`config.mk`:
```
export PLATFORM = sky130hd
export DESIGN_NAME = irq_type_responder
export DESIGN_NICKNAME = d
export VERILOG_FILES = /design/src/rtl/irq_resp_pkg.sv /design/src/rtl/irq_req_latch.sv /design/src/rtl/irq_prio_pick.sv /design/src/rtl/irq_ack_seq.sv /design/src/rtl/irq_type_responder.sv
export SDC_FILE = /design/constraint.sdc
export NUM_CORES = 1
export LEC_CHECK = 0
export ABC_CLOCK_PERIOD_IN_PS = 1700
export BUFFER_PORTS_ARGS = -buffer_cell sky130_fd_sc_hd__buf_2
export CAP_MARGIN = 20
export CORE_MARGIN = 5
export CORE_UTILIZATION = 45
export CTS_CLUSTER_DIAMETER = 30
export DETAILED_ROUTE_END_ITERATION = 10
export GPL_ROUTABILITY_DRIVEN = 0
export PLACE_DENSITY = 0.83
export RECOVER_POWER = 25
export SYNTH_ARGS = -nofsm -noshare
export SYNTH_HDL_FRONTEND = slang
export SYNTH_SLANG_ARGS = --single-unit
```
`constraint.sdc`:
```
create_clock -name clk -period 1.7 [get_ports clk]
set_clock_uncertainty 0.1 [all_clocks]
set_input_delay 0.085 -clock clk [delete_from_list [all_inputs] [get_ports clk]]
set_output_delay 0.085 -clock clk [all_outputs]
set_load 0.05 [all_outputs]
```
`src/rtl/irq_resp_pkg.sv`:
```
package irq_resp_pkg;

   typedef enum logic [1:0] {
      HS_IDLE   = 2'd0,
      HS_FIRST  = 2'd1,
      HS_GAP    = 2'd2,
      HS_SECOND = 2'd3
   } hs_state_e;

endpackage

```
`src/rtl/irq_req_latch.sv`:
```
module irq_req_latch #(
   parameter int unsigned NUM_LINES = 8
) (
   input  logic                 clk,
   input  logic                 rst_n,
   input  logic [NUM_LINES-1:0] req_i,
   input  logic [NUM_LINES-1:0] clr_i,
   output logic [NUM_LINES-1:0] pend_o
);

   logic [NUM_LINES-1:0] pend_q;

   always_ff @(posedge clk or negedge rst_n) begin
      if (!rst_n) pend_q <= '0;
      else        pend_q <= (pend_q | req_i) & ~clr_i;
   end

   assign pend_o = pend_q;

   AST_CLR_ONEHOT: assert property (@(posedge clk) disable iff (!rst_n)
      $onehot0(clr_i));
   AST_CLR_WAS_PENDING: assert property (@(posedge clk) disable iff (!rst_n)
      (|clr_i) |-> ((clr_i & pend_q) == clr_i));

endmodule

```
`src/rtl/irq_prio_pick.sv`:
```
module irq_prio_pick #(
   parameter int unsigned NUM_LINES = 8,
   parameter int unsigned IDX_W     = $clog2(NUM_LINES)
) (
   input  logic [NUM_LINES-1:0] pend_i,
   output logic [IDX_W-1:0]     idx_o,
   output logic                 any_o
);

   localparam logic [IDX_W-1:0] LOWEST_PRIO = IDX_W'(NUM_LINES - 1);

   always_comb begin
      idx_o = LOWEST_PRIO;
      for (int i = NUM_LINES - 1; i >= 0; i--) begin
         if (pend_i[i]) idx_o = IDX_W'(i);
      end
   end

   assign any_o = |pend_i;

endmodule

```
`src/rtl/irq_ack_seq.sv`:
```
module irq_ack_seq
   import irq_resp_pkg::*;
#(
   parameter int unsigned SYNC_STAGES = 0
) (
   input  logic clk,
   input  logic rst_n,
   input  logic ack_n_i,
   output logic cap_o,
   output logic done_o,
   output logic drive_o
);

   logic      ack_s;
   logic      ack_prev_q;
   logic      fall;
   hs_state_e st_q, st_d;

   generate
      if (SYNC_STAGES == 0) begin : g_direct
         assign ack_s = ack_n_i;
      end else begin : g_sync
         logic [SYNC_STAGES-1:0] sync_q;
         always_ff @(posedge clk or negedge rst_n) begin
            if (!rst_n) sync_q <= '1;
            else        sync_q <= {sync_q[SYNC_STAGES-1:0], ack_n_i} >> 0;
         end
         assign ack_s = sync_q[SYNC_STAGES-1];
      end
   endgenerate

   always_ff @(posedge clk or negedge rst_n) begin
      if (!rst_n) ack_prev_q <= 1'b1;
      else        ack_prev_q <= ack_s;
   end

   assign fall = ack_prev_q & ~ack_s;

   always_comb begin
      st_d   = st_q;
      cap_o  = 1'b0;
      done_o = 1'b0;
      unique case (st_q)
         HS_IDLE:   if (fall) begin st_d = HS_FIRST; cap_o = 1'b1; end
         HS_FIRST:  if (ack_s) st_d = HS_GAP;
         HS_GAP:    if (fall) st_d = HS_SECOND;
         HS_SECOND: if (ack_s) begin st_d = HS_IDLE; done_o = 1'b1; end
         default:   st_d = HS_IDLE;
      endcase
   end

   always_ff @(posedge clk or negedge rst_n) begin
      if (!rst_n) st_q <= HS_IDLE;
      else        st_q <= st_d;
   end

   assign drive_o = ~ack_s & ((st_q == HS_GAP) | (st_q == HS_SECOND));

   AST_DONE_AFTER_DRIVE: assert property (@(posedge clk) disable iff (!rst_n)
      done_o |-> $past(drive_o));

endmodule

```
`src/rtl/irq_type_responder.sv`:
```
module irq_type_responder #(
   parameter int unsigned NUM_LINES   = 8,
   parameter int unsigned TYPE_W      = 8,
   parameter int unsigned SYNC_STAGES = 0,
   parameter logic [7:0]  BASE_RST    = 8'h08
) (
   input  logic                 clk,
   input  logic                 rst_n,
   input  logic [NUM_LINES-1:0] req_i,
   input  logic                 ack_n_i,
   input  logic                 base_we_i,
   input  logic [TYPE_W-1:0]    base_i,
   output logic                 irq_o,
   output logic [TYPE_W-1:0]    data_o,
   output logic                 data_oe_o
);

   localparam int unsigned IDX_W  = $clog2(NUM_LINES);
   localparam int unsigned BASE_W = TYPE_W - IDX_W;

   generate
      if (NUM_LINES < 2 || (1 << IDX_W) != NUM_LINES) begin : g_bad_lines
         $error("NUM_LINES must be a power of two, at least 2");
      end
      if (TYPE_W <= IDX_W || TYPE_W > 8) begin : g_bad_type
         $error("TYPE_W must exceed the index width and be at most 8");
      end
      if (SYNC_STAGES > 3) begin : g_bad_sync
         $error("SYNC_STAGES must be 0 to 3");
      end
   endgenerate

   logic [NUM_LINES-1:0] pend;
   logic [NUM_LINES-1:0] clr_vec;
   logic [IDX_W-1:0]     pick_idx;
   logic                 pick_any;
   logic                 cap, done, drive;
   logic [BASE_W-1:0]    base_q;
   logic [IDX_W-1:0]     win_idx_q;
   logic                 win_vld_q;
   logic [TYPE_W-1:0]    type_q;

   irq_req_latch #(.NUM_LINES(NUM_LINES)) u_latch (
      .clk(clk), .rst_n(rst_n), .req_i(req_i), .clr_i(clr_vec), .pend_o(pend)
   );

   irq_prio_pick #(.NUM_LINES(NUM_LINES), .IDX_W(IDX_W)) u_pick (
      .pend_i(pend), .idx_o(pick_idx), .any_o(pick_any)
   );

   irq_ack_seq #(.SYNC_STAGES(SYNC_STAGES)) u_seq (
      .clk(clk), .rst_n(rst_n), .ack_n_i(ack_n_i),
      .cap_o(cap), .done_o(done), .drive_o(drive)
   );

   always_ff @(posedge clk or negedge rst_n) begin
      if (!rst_n)         base_q <= BASE_RST[TYPE_W-1:IDX_W];
      else if (base_we_i) base_q <= base_i[TYPE_W-1:IDX_W];
   end

   always_ff @(posedge clk or negedge rst_n) begin
      if (!rst_n) begin
         win_idx_q <= '0;
         win_vld_q <= 1'b0;
         type_q    <= '0;
      end else if (cap) begin
         win_idx_q <= pick_idx;
         win_vld_q <= pick_any;
         type_q    <= {base_q, pick_idx};
      end
   end

   assign clr_vec   = (done && win_vld_q) ? (NUM_LINES'(1) << win_idx_q) : '0;
   assign irq_o     = |pend;
   assign data_oe_o = drive;
   assign data_o    = drive ? type_q : '0;

   AST_IRQ_HOLD: assert property (@(posedge clk) disable iff (!rst_n)
      (irq_o && !done) |=> irq_o);
   AST_TYPE_STABLE: assert property (@(posedge clk) disable iff (!rst_n)
      (data_oe_o && $past(data_oe_o)) |-> $stable(data_o));
   AST_SPURIOUS_IDX: assert property (@(posedge clk) disable iff (!rst_n)
      (data_oe_o && !win_vld_q) |-> (data_o[IDX_W-1:0] == IDX_W'(NUM_LINES - 1)));
   AST_QUIET_BUS: assert property (@(posedge clk) disable iff (!rst_n)
      !data_oe_o |-> (data_o == '0));

endmodule

```
==> impl_results.md, run 1 <==
- Result of the run: complete, but fails checks
- Violated checks: setup timing
- Number of warnings printed during yosys synthesis: 0
- Proportion of power drawn by the clock network: between 10% and 20%
- Worst path max stage delay: 0.53 ns
- Count of clock tree sinks: 25
- Final setup TNS: -2.26 ns
- Worst-case hold path end point: base_q[3]
- Starting utilization of the core area: a little under half
- Hold path cells: 2
- Mapped Avg Cell Area: roughly 12 um2
- Filler cell count in the final layout: 130
- Endpoint of the worst-slack reg-to-reg timing path: win_vld_q
- Via density per instance: just under 6
- Switching part of the total: 38.9%
- Total via count after detailed routing: 1,132
- Multi-input logic area: ~650 um2
- Core area: approximately 2500 um2
- Static leakage: 0.851 nW
- Count of H-tree levels built during CTS: 1
- Worst setup SP type: register
- Final Hold Vio Count: 0
- CTS clk-pin slew, worst paths: 0.14 ns
- Overall global routing resource usage: 22.4%
- Register area share after synthesis: a little over half
- Antenna fix cells: 0
- Post-synthesis cell count: 94
- Worst-path cell chain: or4_4, or4b_4, buf_6
- Tightest Hold Check Type: in2reg
- Combinational fraction of design power: slightly below 60%
- Cell Rows: 18
- Clock root cell: sky130_fd_sc_hd__clkbuf_4
- Distinct cells, synth: 33
- Clock Latency Late Sink: 0.32 ns
- Sum of buffers and inverters on the critical path: 1
- Final total power: around 2.7 mW
- Leading cell type in the layout, fill and taps excluded: sky130_fd_sc_hd__dfrtp_1
- Detailed Routing Iterations Pass 1: 4
- Crit path max-delay cell type: sky130_fd_sc_hd__or4_4
- Net switching power figure: between 1 and 1.5 mW
- RSZ-0062 raised after global routing: true
- Combined flip-flop and latch cell area: approximately 630 um2
- Worst slew margin: 11.8%
- Number of flip-flops and latches in the synthesized netlist: 25
- Largest net degree at the start of global routing: 26
- Final worst-path setup slack: -0.433 ns
- Number of top-level pins: 30
- Setup violation total in the final timing report: 19
- Placed wire-length estimate after detailed placement: 1970 um
- Internal Pwr Total: 1.65 mW
- Maximum root-to-sink buffer count: 2
- DRC: 0
- Arr. time, crit path: 1.95 ns
- Critical-path maximum fanout: 2
- Die span in x: 61.0 um
- Clock tree from TritonCTS: yes
- Setup Crit Path Kind: reg2out
- Summed instance area of the synthesized netlist: 1170 um2
- Count of input and output buffers: 26
- Family of cells with the greatest summed delay on the critical path: simple AND/OR/NAND/NOR gates
- DIE AREA: 3720 um2
- Final period demand of the worst path: 2.13 ns
- Aggregate routed wire length: 3920 um
- Areal power density over the cells: between 1000 and 1500 nW/um2
- Drt initial violations: 65
- Synth Net Count: 118
- Vias in the first global route: ~1,200
- Ratio of cells with drive above 1 in the final layout: 56.4%
- Total global routing overflow: 0
- Number of antenna violations at the first check in global routing: 0
- Post-layout net count: 188
- Length in cells of the worst reg-to-reg path: 3
- Type of destination of the critical path: output port
- Hold_sp: base_we_i
- Actual transition at the worst max-transition pin: 1.32 ns
- Most frequent cells in the layout: 21 x sky130_fd_sc_hd__dfrtp_1, 19 x sky130_fd_sc_hd__dlygate4sd3_1, 14 x sky130_fd_sc_hd__buf_2, 12 x sky130_fd_sc_hd__buf_6, 11 x sky130_fd_sc_hd__mux2_2
- Layout overhead on the synthesized area: 68.8%
- Max cap viols: 0
- Peak supply drop: 1.12 mV
- Number of pins exceeding their max-slew limit in the final report: 0
- Share of the clock period used by the worst path after layout: 125%
- Relative contribution of sequential cells to total power: 32.0%
- Worst reg2reg setup slack: -0.24 ns
- Launch point of the worst reg-to-reg path: u_latch.pend_o[2]
- Highest clock frequency the design can meet: 0.469 GHz
- TritonCTS Buffers: 3
- Global-route wire length before repair: 5940 um
- Worst Path Required: ~1.5 ns
- DR WL/cell: approximately 20 um
- Count of nets left with antenna violations after detail routing: 0
- Floorplan die height: about 60 um
-- logic make-up (layout without fill, tap and decap cells) --
logic type,count (synthesis),count (layout),share of synthesized area (%)
AOI/OAI and AO/OA,19,19,13.2
adders and majority gates,4,4,4.28
buffers and inverters,3,72,1.29
DFF,25,25,53.7
muxes,11,11,10.6
and+or+nand+nor,32,32,16.9
-- cells in the mapped netlist --
library cell	instances	area [um2]
sky130_fd_sc_hd__o21bai_1	2	15.0
sky130_fd_sc_hd__and2_1	8	50.1
sky130_fd_sc_hd__or2_2	2	12.5
sky130_fd_sc_hd__a21oi_1	1	5.00
sky130_fd_sc_hd__o21a_1	1	7.51
sky130_fd_sc_hd__or4_4	1	11.3
sky130_fd_sc_hd__o2bb2ai_1	1	8.76
sky130_fd_sc_hd__a22oi_1	1	7.51
sky130_fd_sc_hd__dfrtp_1	23	576
sky130_fd_sc_hd__o22ai_1	1	6.26
sky130_fd_sc_hd__nor2_1	4	15.0
sky130_fd_sc_hd__nor3_1	1	5.00
sky130_fd_sc_hd__inv_1	2	7.51
sky130_fd_sc_hd__nand2_1	5	18.8
sky130_fd_sc_hd__or3_1	1	6.26
sky130_fd_sc_hd__ha_1	4	50.1
sky130_fd_sc_hd__nand2b_1	2	12.5
sky130_fd_sc_hd__dfstp_2	2	52.6
sky130_fd_sc_hd__buf_4	1	7.51
sky130_fd_sc_hd__nor3b_1	1	7.51
sky130_fd_sc_hd__o22a_1	5	43.8
sky130_fd_sc_hd__mux2_2	11	124
sky130_fd_sc_hd__o22a_2	1	10.0
sky130_fd_sc_hd__a211oi_1	1	7.51
sky130_fd_sc_hd__or4b_2	1	10.0
sky130_fd_sc_hd__o21ai_0	1	5.00
sky130_fd_sc_hd__o41ai_1	2	17.5
sky130_fd_sc_hd__nand4_1	1	6.26
sky130_fd_sc_hd__o32a_1	2	20.0
sky130_fd_sc_hd__nor2b_1	2	12.5
sky130_fd_sc_hd__or4b_4	1	13.8
sky130_fd_sc_hd__nand3b_1	1	7.51
sky130_fd_sc_hd__nand4b_1	1	8.76
-- power by group through the flow --
stage	registers (mW)	clock network, mW	logic (mW)
after floorplan	0.796	0	0.613
after global placement	0.810	0	0.781
after detailed placement	0.823	0	0.807
after CTS	0.837	0.277	1.31
after global routing	0.873	0.300	1.63
final	0.864	0.271	1.56
-- layout make-up --
class	count	area share, %
clock buffer	3	1.14
clock inverter	1	0.380
inverter	2	0.507
multi-input combinational	66	33.0
sequential	25	32.0
tap	30	1.90
timing repair buffer	66	31.1
-- routing by layer --
layer  GRT usage [%]  vias to the layer above  wire length (um)  part of all wire [%]
met1            24.2                      562              1440                    37
li1                -                      486                 -                     -
met5               0                        -                 0                     0
met4            10.8                        0               199                   5.1
met2            39.4                       63              1990                    51
met3            7.02                       21               293                   7.5
-- sequential cells by signal, summed over array words and instances (netlist names) --
signal,count
u_seq.ack_prev_q,1
u_seq.st_q,2
base_q,5
win_vld_q,1
u_latch.pend_o,8
win_idx_q,2
type_q,6
-- per-stage QoR --
step	hold WS, ns	area, um2	util, %	setup slack (ns)	std cells
3_5_place_dp	-0.00159	1400	56.6	-0.191	156
3_3_place_gp	-0.00759	1400	56.6	-0.155	156
2_1_floorplan	-0.311	1190	-	-0.332	94
4_1_cts	0.0135	1890	76.2	-0.440	189
5_1_grt	0.0322	1970	79.6	-0.478	193
6_report	0.0308	1970	79.6	-0.433	193
-- what timing repair did --
action,in CTS,in global routing
setup buffers,10,5
gates resized for setup,60,12
hold endpoints to repair,41,0
hold buffers,19,0
setup endpoints to repair,12,15
pin swaps,12,5
-- how the worst max path moves through the flow --
| stage | start | end | slack [ns] | cells past startpoint |
|---|---|---|---|---|
| floorplan | u_latch.pend_o[3] | win_vld_q | -0.33 | 3 |
| detailed placement | u_latch.pend_o[3] | win_vld_q | -0.19 | 3 |
| global placement | u_latch.pend_o[3] | win_vld_q | -0.16 | 3 |
| global route | u_latch.pend_o[2] | irq_o | -0.48 | 3 |
| finish | u_latch.pend_o[2] | irq_o | -0.43 | 3 |
| CTS | u_latch.pend_o[2] | irq_o | -0.44 | 3 |
(Power assumes the default switching activity.)
==> run 2: changes to the inputs <==
--- a/config.mk
+++ b/config.mk
@@ -9,12 +9,13 @@
 export BUFFER_PORTS_ARGS = -buffer_cell sky130_fd_sc_hd__buf_2
 export CAP_MARGIN = 20
 export CORE_MARGIN = 5
-export CORE_UTILIZATION = 45
+export CORE_UTILIZATION = 46
 export CTS_CLUSTER_DIAMETER = 30
 export DETAILED_ROUTE_END_ITERATION = 10
 export GPL_ROUTABILITY_DRIVEN = 0
-export PLACE_DENSITY = 0.83
+export PLACE_DENSITY = 0.85
 export RECOVER_POWER = 25
+export SETUP_SLACK_MARGIN = 0.3
 export SYNTH_ARGS = -nofsm -noshare
 export SYNTH_HDL_FRONTEND = slang
 export SYNTH_SLANG_ARGS = --single-unit
==> impl_results.md, run 2 (synthesis results as in run 1) <==
- Layout overhead on the synthesized area: 66.5%
- Hold_sp: ack_n_i
- Max cap viols: 0 (unchanged)
- Clock tree from TritonCTS: yes
- Starting utilization of the core area: 47.6% (+0.43 points)
- Crit path max-delay cell type: sky130_fd_sc_hd__or4_4
- Highest clock frequency the design can meet: 0.471 GHz (+0.43%)
- Hold path cells: 2 (unchanged)
- Maximum root-to-sink buffer count: 2 (unchanged)
- Fin cells: 187 (-3.1%)
- Final period demand of the worst path: 2.12 ns (-0.00921 ns)
- Leading cell type in the layout, fill and taps excluded: sky130_fd_sc_hd__dfrtp_1
- Clock root cell: sky130_fd_sc_hd__clkbuf_4
- Worst path max stage delay: 0.54 ns (about the same)
- Tightest Hold Check Type: in2reg
- Drt initial violations: 35 (-46%)
- Via density per instance: 5.76 (-1.8%)
- Peak supply drop: 1.40 mV (+25%)
- Post-Route Utilization: 79.3% (-0.39 points)
- Most frequent cells in the layout: 21 x sky130_fd_sc_hd__dfrtp_1, 17 x sky130_fd_sc_hd__dlygate4sd3_1, 14 x sky130_fd_sc_hd__buf_2, 10 x sky130_fd_sc_hd__buf_4, 9 x sky130_fd_sc_hd__buf_8
- Antenna fix cells: 0 (unchanged)
- Violated checks: setup timing
- Clock Latency Late Sink: 0.32 ns (about the same)
- Number of cells in the design after placement: 155 (-0.64%)
- Count of nets left with antenna violations after detail routing: 0 (unchanged)
- Total via count after detailed routing: 1,077 (-4.9%)
- Worst slew margin: 11.9% (+0.069 points)
- Type of destination of the critical path: output port
- Number of pins exceeding their max-slew limit in the final report: 0 (unchanged)
- DRC: 0 (unchanged)
- Total global routing overflow: 0 (unchanged)
- DIE AREA: 3650 um2 (-1.8%)
- CTS clk-pin slew, worst paths: 0.13 ns (about the same)
- Worst setup SP type: register
- Die span in x: 60.4 um (-0.91%)
- Filler cell count in the final layout: 142 (+9.2%)
- Areal power density over the cells: 1310 nW/um2 (-4.1%)
- Actual transition at the worst max-transition pin: 1.32 ns (-0.00103 ns)
- Floorplan die height: 60.4 um (-0.91%)
- Core area: 2450 um2 (-0.91%)
- Final Hold Vio Count: 0 (unchanged)
- Cell Rows: 18 (unchanged)
- Setup violation total in the final timing report: 12 (-7)
- Overall global routing resource usage: 20.0% (-2.4 points)
- Global-route wire length before repair: 5410 um (-8.9%)
- TritonCTS Buffers: 3 (unchanged)
- Placed wire-length estimate after detailed placement: 1930 um (-2.2%)
- DR WL/cell: 18.6 um (-8.3%)
- Setup Crit Path Kind: reg2out
- Critical-path maximum fanout: 2 (unchanged)
- Ratio of cells with drive above 1 in the final layout: 56.7% (+0.25 points)
- Count of clock tree sinks: 25 (unchanged)
- Vias in the first global route: 1,148 (-4.8%)
- RSZ-0062 raised after global routing: true
- Count of input and output buffers: 26 (unchanged)
- Worst-path cell chain: or4_4, or4b_4, buf_6
- Largest net degree at the start of global routing: 26 (unchanged)
- Worst Path Required: 1.51 ns (about the same)
- Aggregate routed wire length: 3480 um (-11%)
- Number of top-level pins: 30 (unchanged)
- Flip-flop count of the largest register, all copies and words added: 8 (unchanged)
- Length in cells of the worst reg-to-reg path: 3 (unchanged)
- Final worst-path setup slack: -0.424 ns (+0.00921 ns)
- Result of the run: complete, but fails checks
- Arr. time, crit path: 1.94 ns (about the same)
- Count of H-tree levels built during CTS: 1 (unchanged)
- Endpoint of the worst-slack reg-to-reg timing path: win_vld_q
- Worst reg2reg setup slack: -0.23 ns (about the same)
- Detailed Routing Iterations Pass 1: 4 (unchanged)
- Number of antenna violations at the first check in global routing: 0 (unchanged)
- Share of the clock period used by the worst path after layout: 125% (-0.54 points)
- Worst-case hold path end point: u_seq.st_q[0]
- Launch point of the worst reg-to-reg path: u_latch.pend_o[3]
- Static leakage: 0.845 nW (-0.74%)
- Post-layout net count: 182 (-3.2%)
-- run 2: cell count changes in the layout (fill, tap and decap cells not counted), moves of 2 or more --
cell / before / now
sky130_fd_sc_hd__buf_6: 12 / 7
sky130_fd_sc_hd__mux2_2: 11 / 6
sky130_fd_sc_hd__mux2_4: 0 / 5
sky130_fd_sc_hd__dlygate4sd3_1: 19 / 17
-- run 2: worst max-delay path, delay by kind of cell (launching register included) --
family / cells / cell delay, ns
simple gates: 2 / 1.05
flops: 1 / 0.41
buf+inv: 1 / 0.17
-- run 2: worst max path at each step --
stage,end,startpoint,slack (ns),depth (start not counted)
2_1_floorplan,win_vld_q,u_latch.pend_o[3],-0.33,3
3_3_place_gp,win_vld_q,u_latch.pend_o[3],-0.15,3
3_5_place_dp,win_vld_q,u_latch.pend_o[3],-0.20,3
4_1_cts,irq_o,u_latch.pend_o[3],-0.42,3
5_1_grt,irq_o,u_latch.pend_o[3],-0.47,3
6_report,irq_o,u_latch.pend_o[3],-0.42,3
-- run 2: final cells by class --
| class | instances | area, um2 | area share (%) |
|---|---|---|---|
| Multi-Input combinational cell | 67 | 701 | 36.0 |
| Sequential cell | 25 | 631 | 32.4 |
| Timing Repair Buffer | 59 | 537 | 27.6 |
| Tap cell | 30 | 37.5 | 1.93 |
| Clock buffer | 3 | 22.5 | 1.16 |
| Inverter | 2 | 12.5 | 0.643 |
| Clock inverter | 1 | 5.00 | 0.257 |
-- run 2: where the power goes --
part	switching [mW]	leakage, nW	internal, mW	total, mW
registers	0.139	0.271	0.723	0.862
clock network	0.181	0.0177	0.0881	0.269
logic	0.670	0.556	0.747	1.42
total	0.989	0.845	1.56	2.55
-- run 2: through the flow --
| step | TNS [ns] | hold slack, ns | cell area [um2] | total power [mW] | worst slack, ns |
|---|---|---|---|---|---|
| 2_1_floorplan | -0.414 | -0.311 | 1220 | 1.47 | -0.332 |
| 3_3_place_gp | -0.228 | -0.00906 | 1420 | 1.64 | -0.152 |
| 3_5_place_dp | -0.323 | -0.00311 | 1420 | 1.69 | -0.196 |
| 4_1_cts | -1.24 | 0.0251 | 1870 | 2.37 | -0.422 |
| 5_1_grt | -2.33 | 0.214 | 1950 | 2.67 | -0.468 |
| 6_report | -1.38 | 0.187 | 1950 | 2.55 | -0.424 |
-- run 2: layer usage --
metal,track usage (%),wire length (um)
met3,6.81,231
met5,0,0
met4,5.38,62
met2,35.3,1820
met1,23.2,1370
-- run 2: timing repair --
action                                  in CTS  in global routing
hold buffers                                17                  1
endpoints found under the setup margin      25                 30
endpoints found under the hold margin       39                  1
setup buffers                                6                  4
gates cloned                                 1                  0
pin swaps                                   16                 11
resized for setup                           52                  9
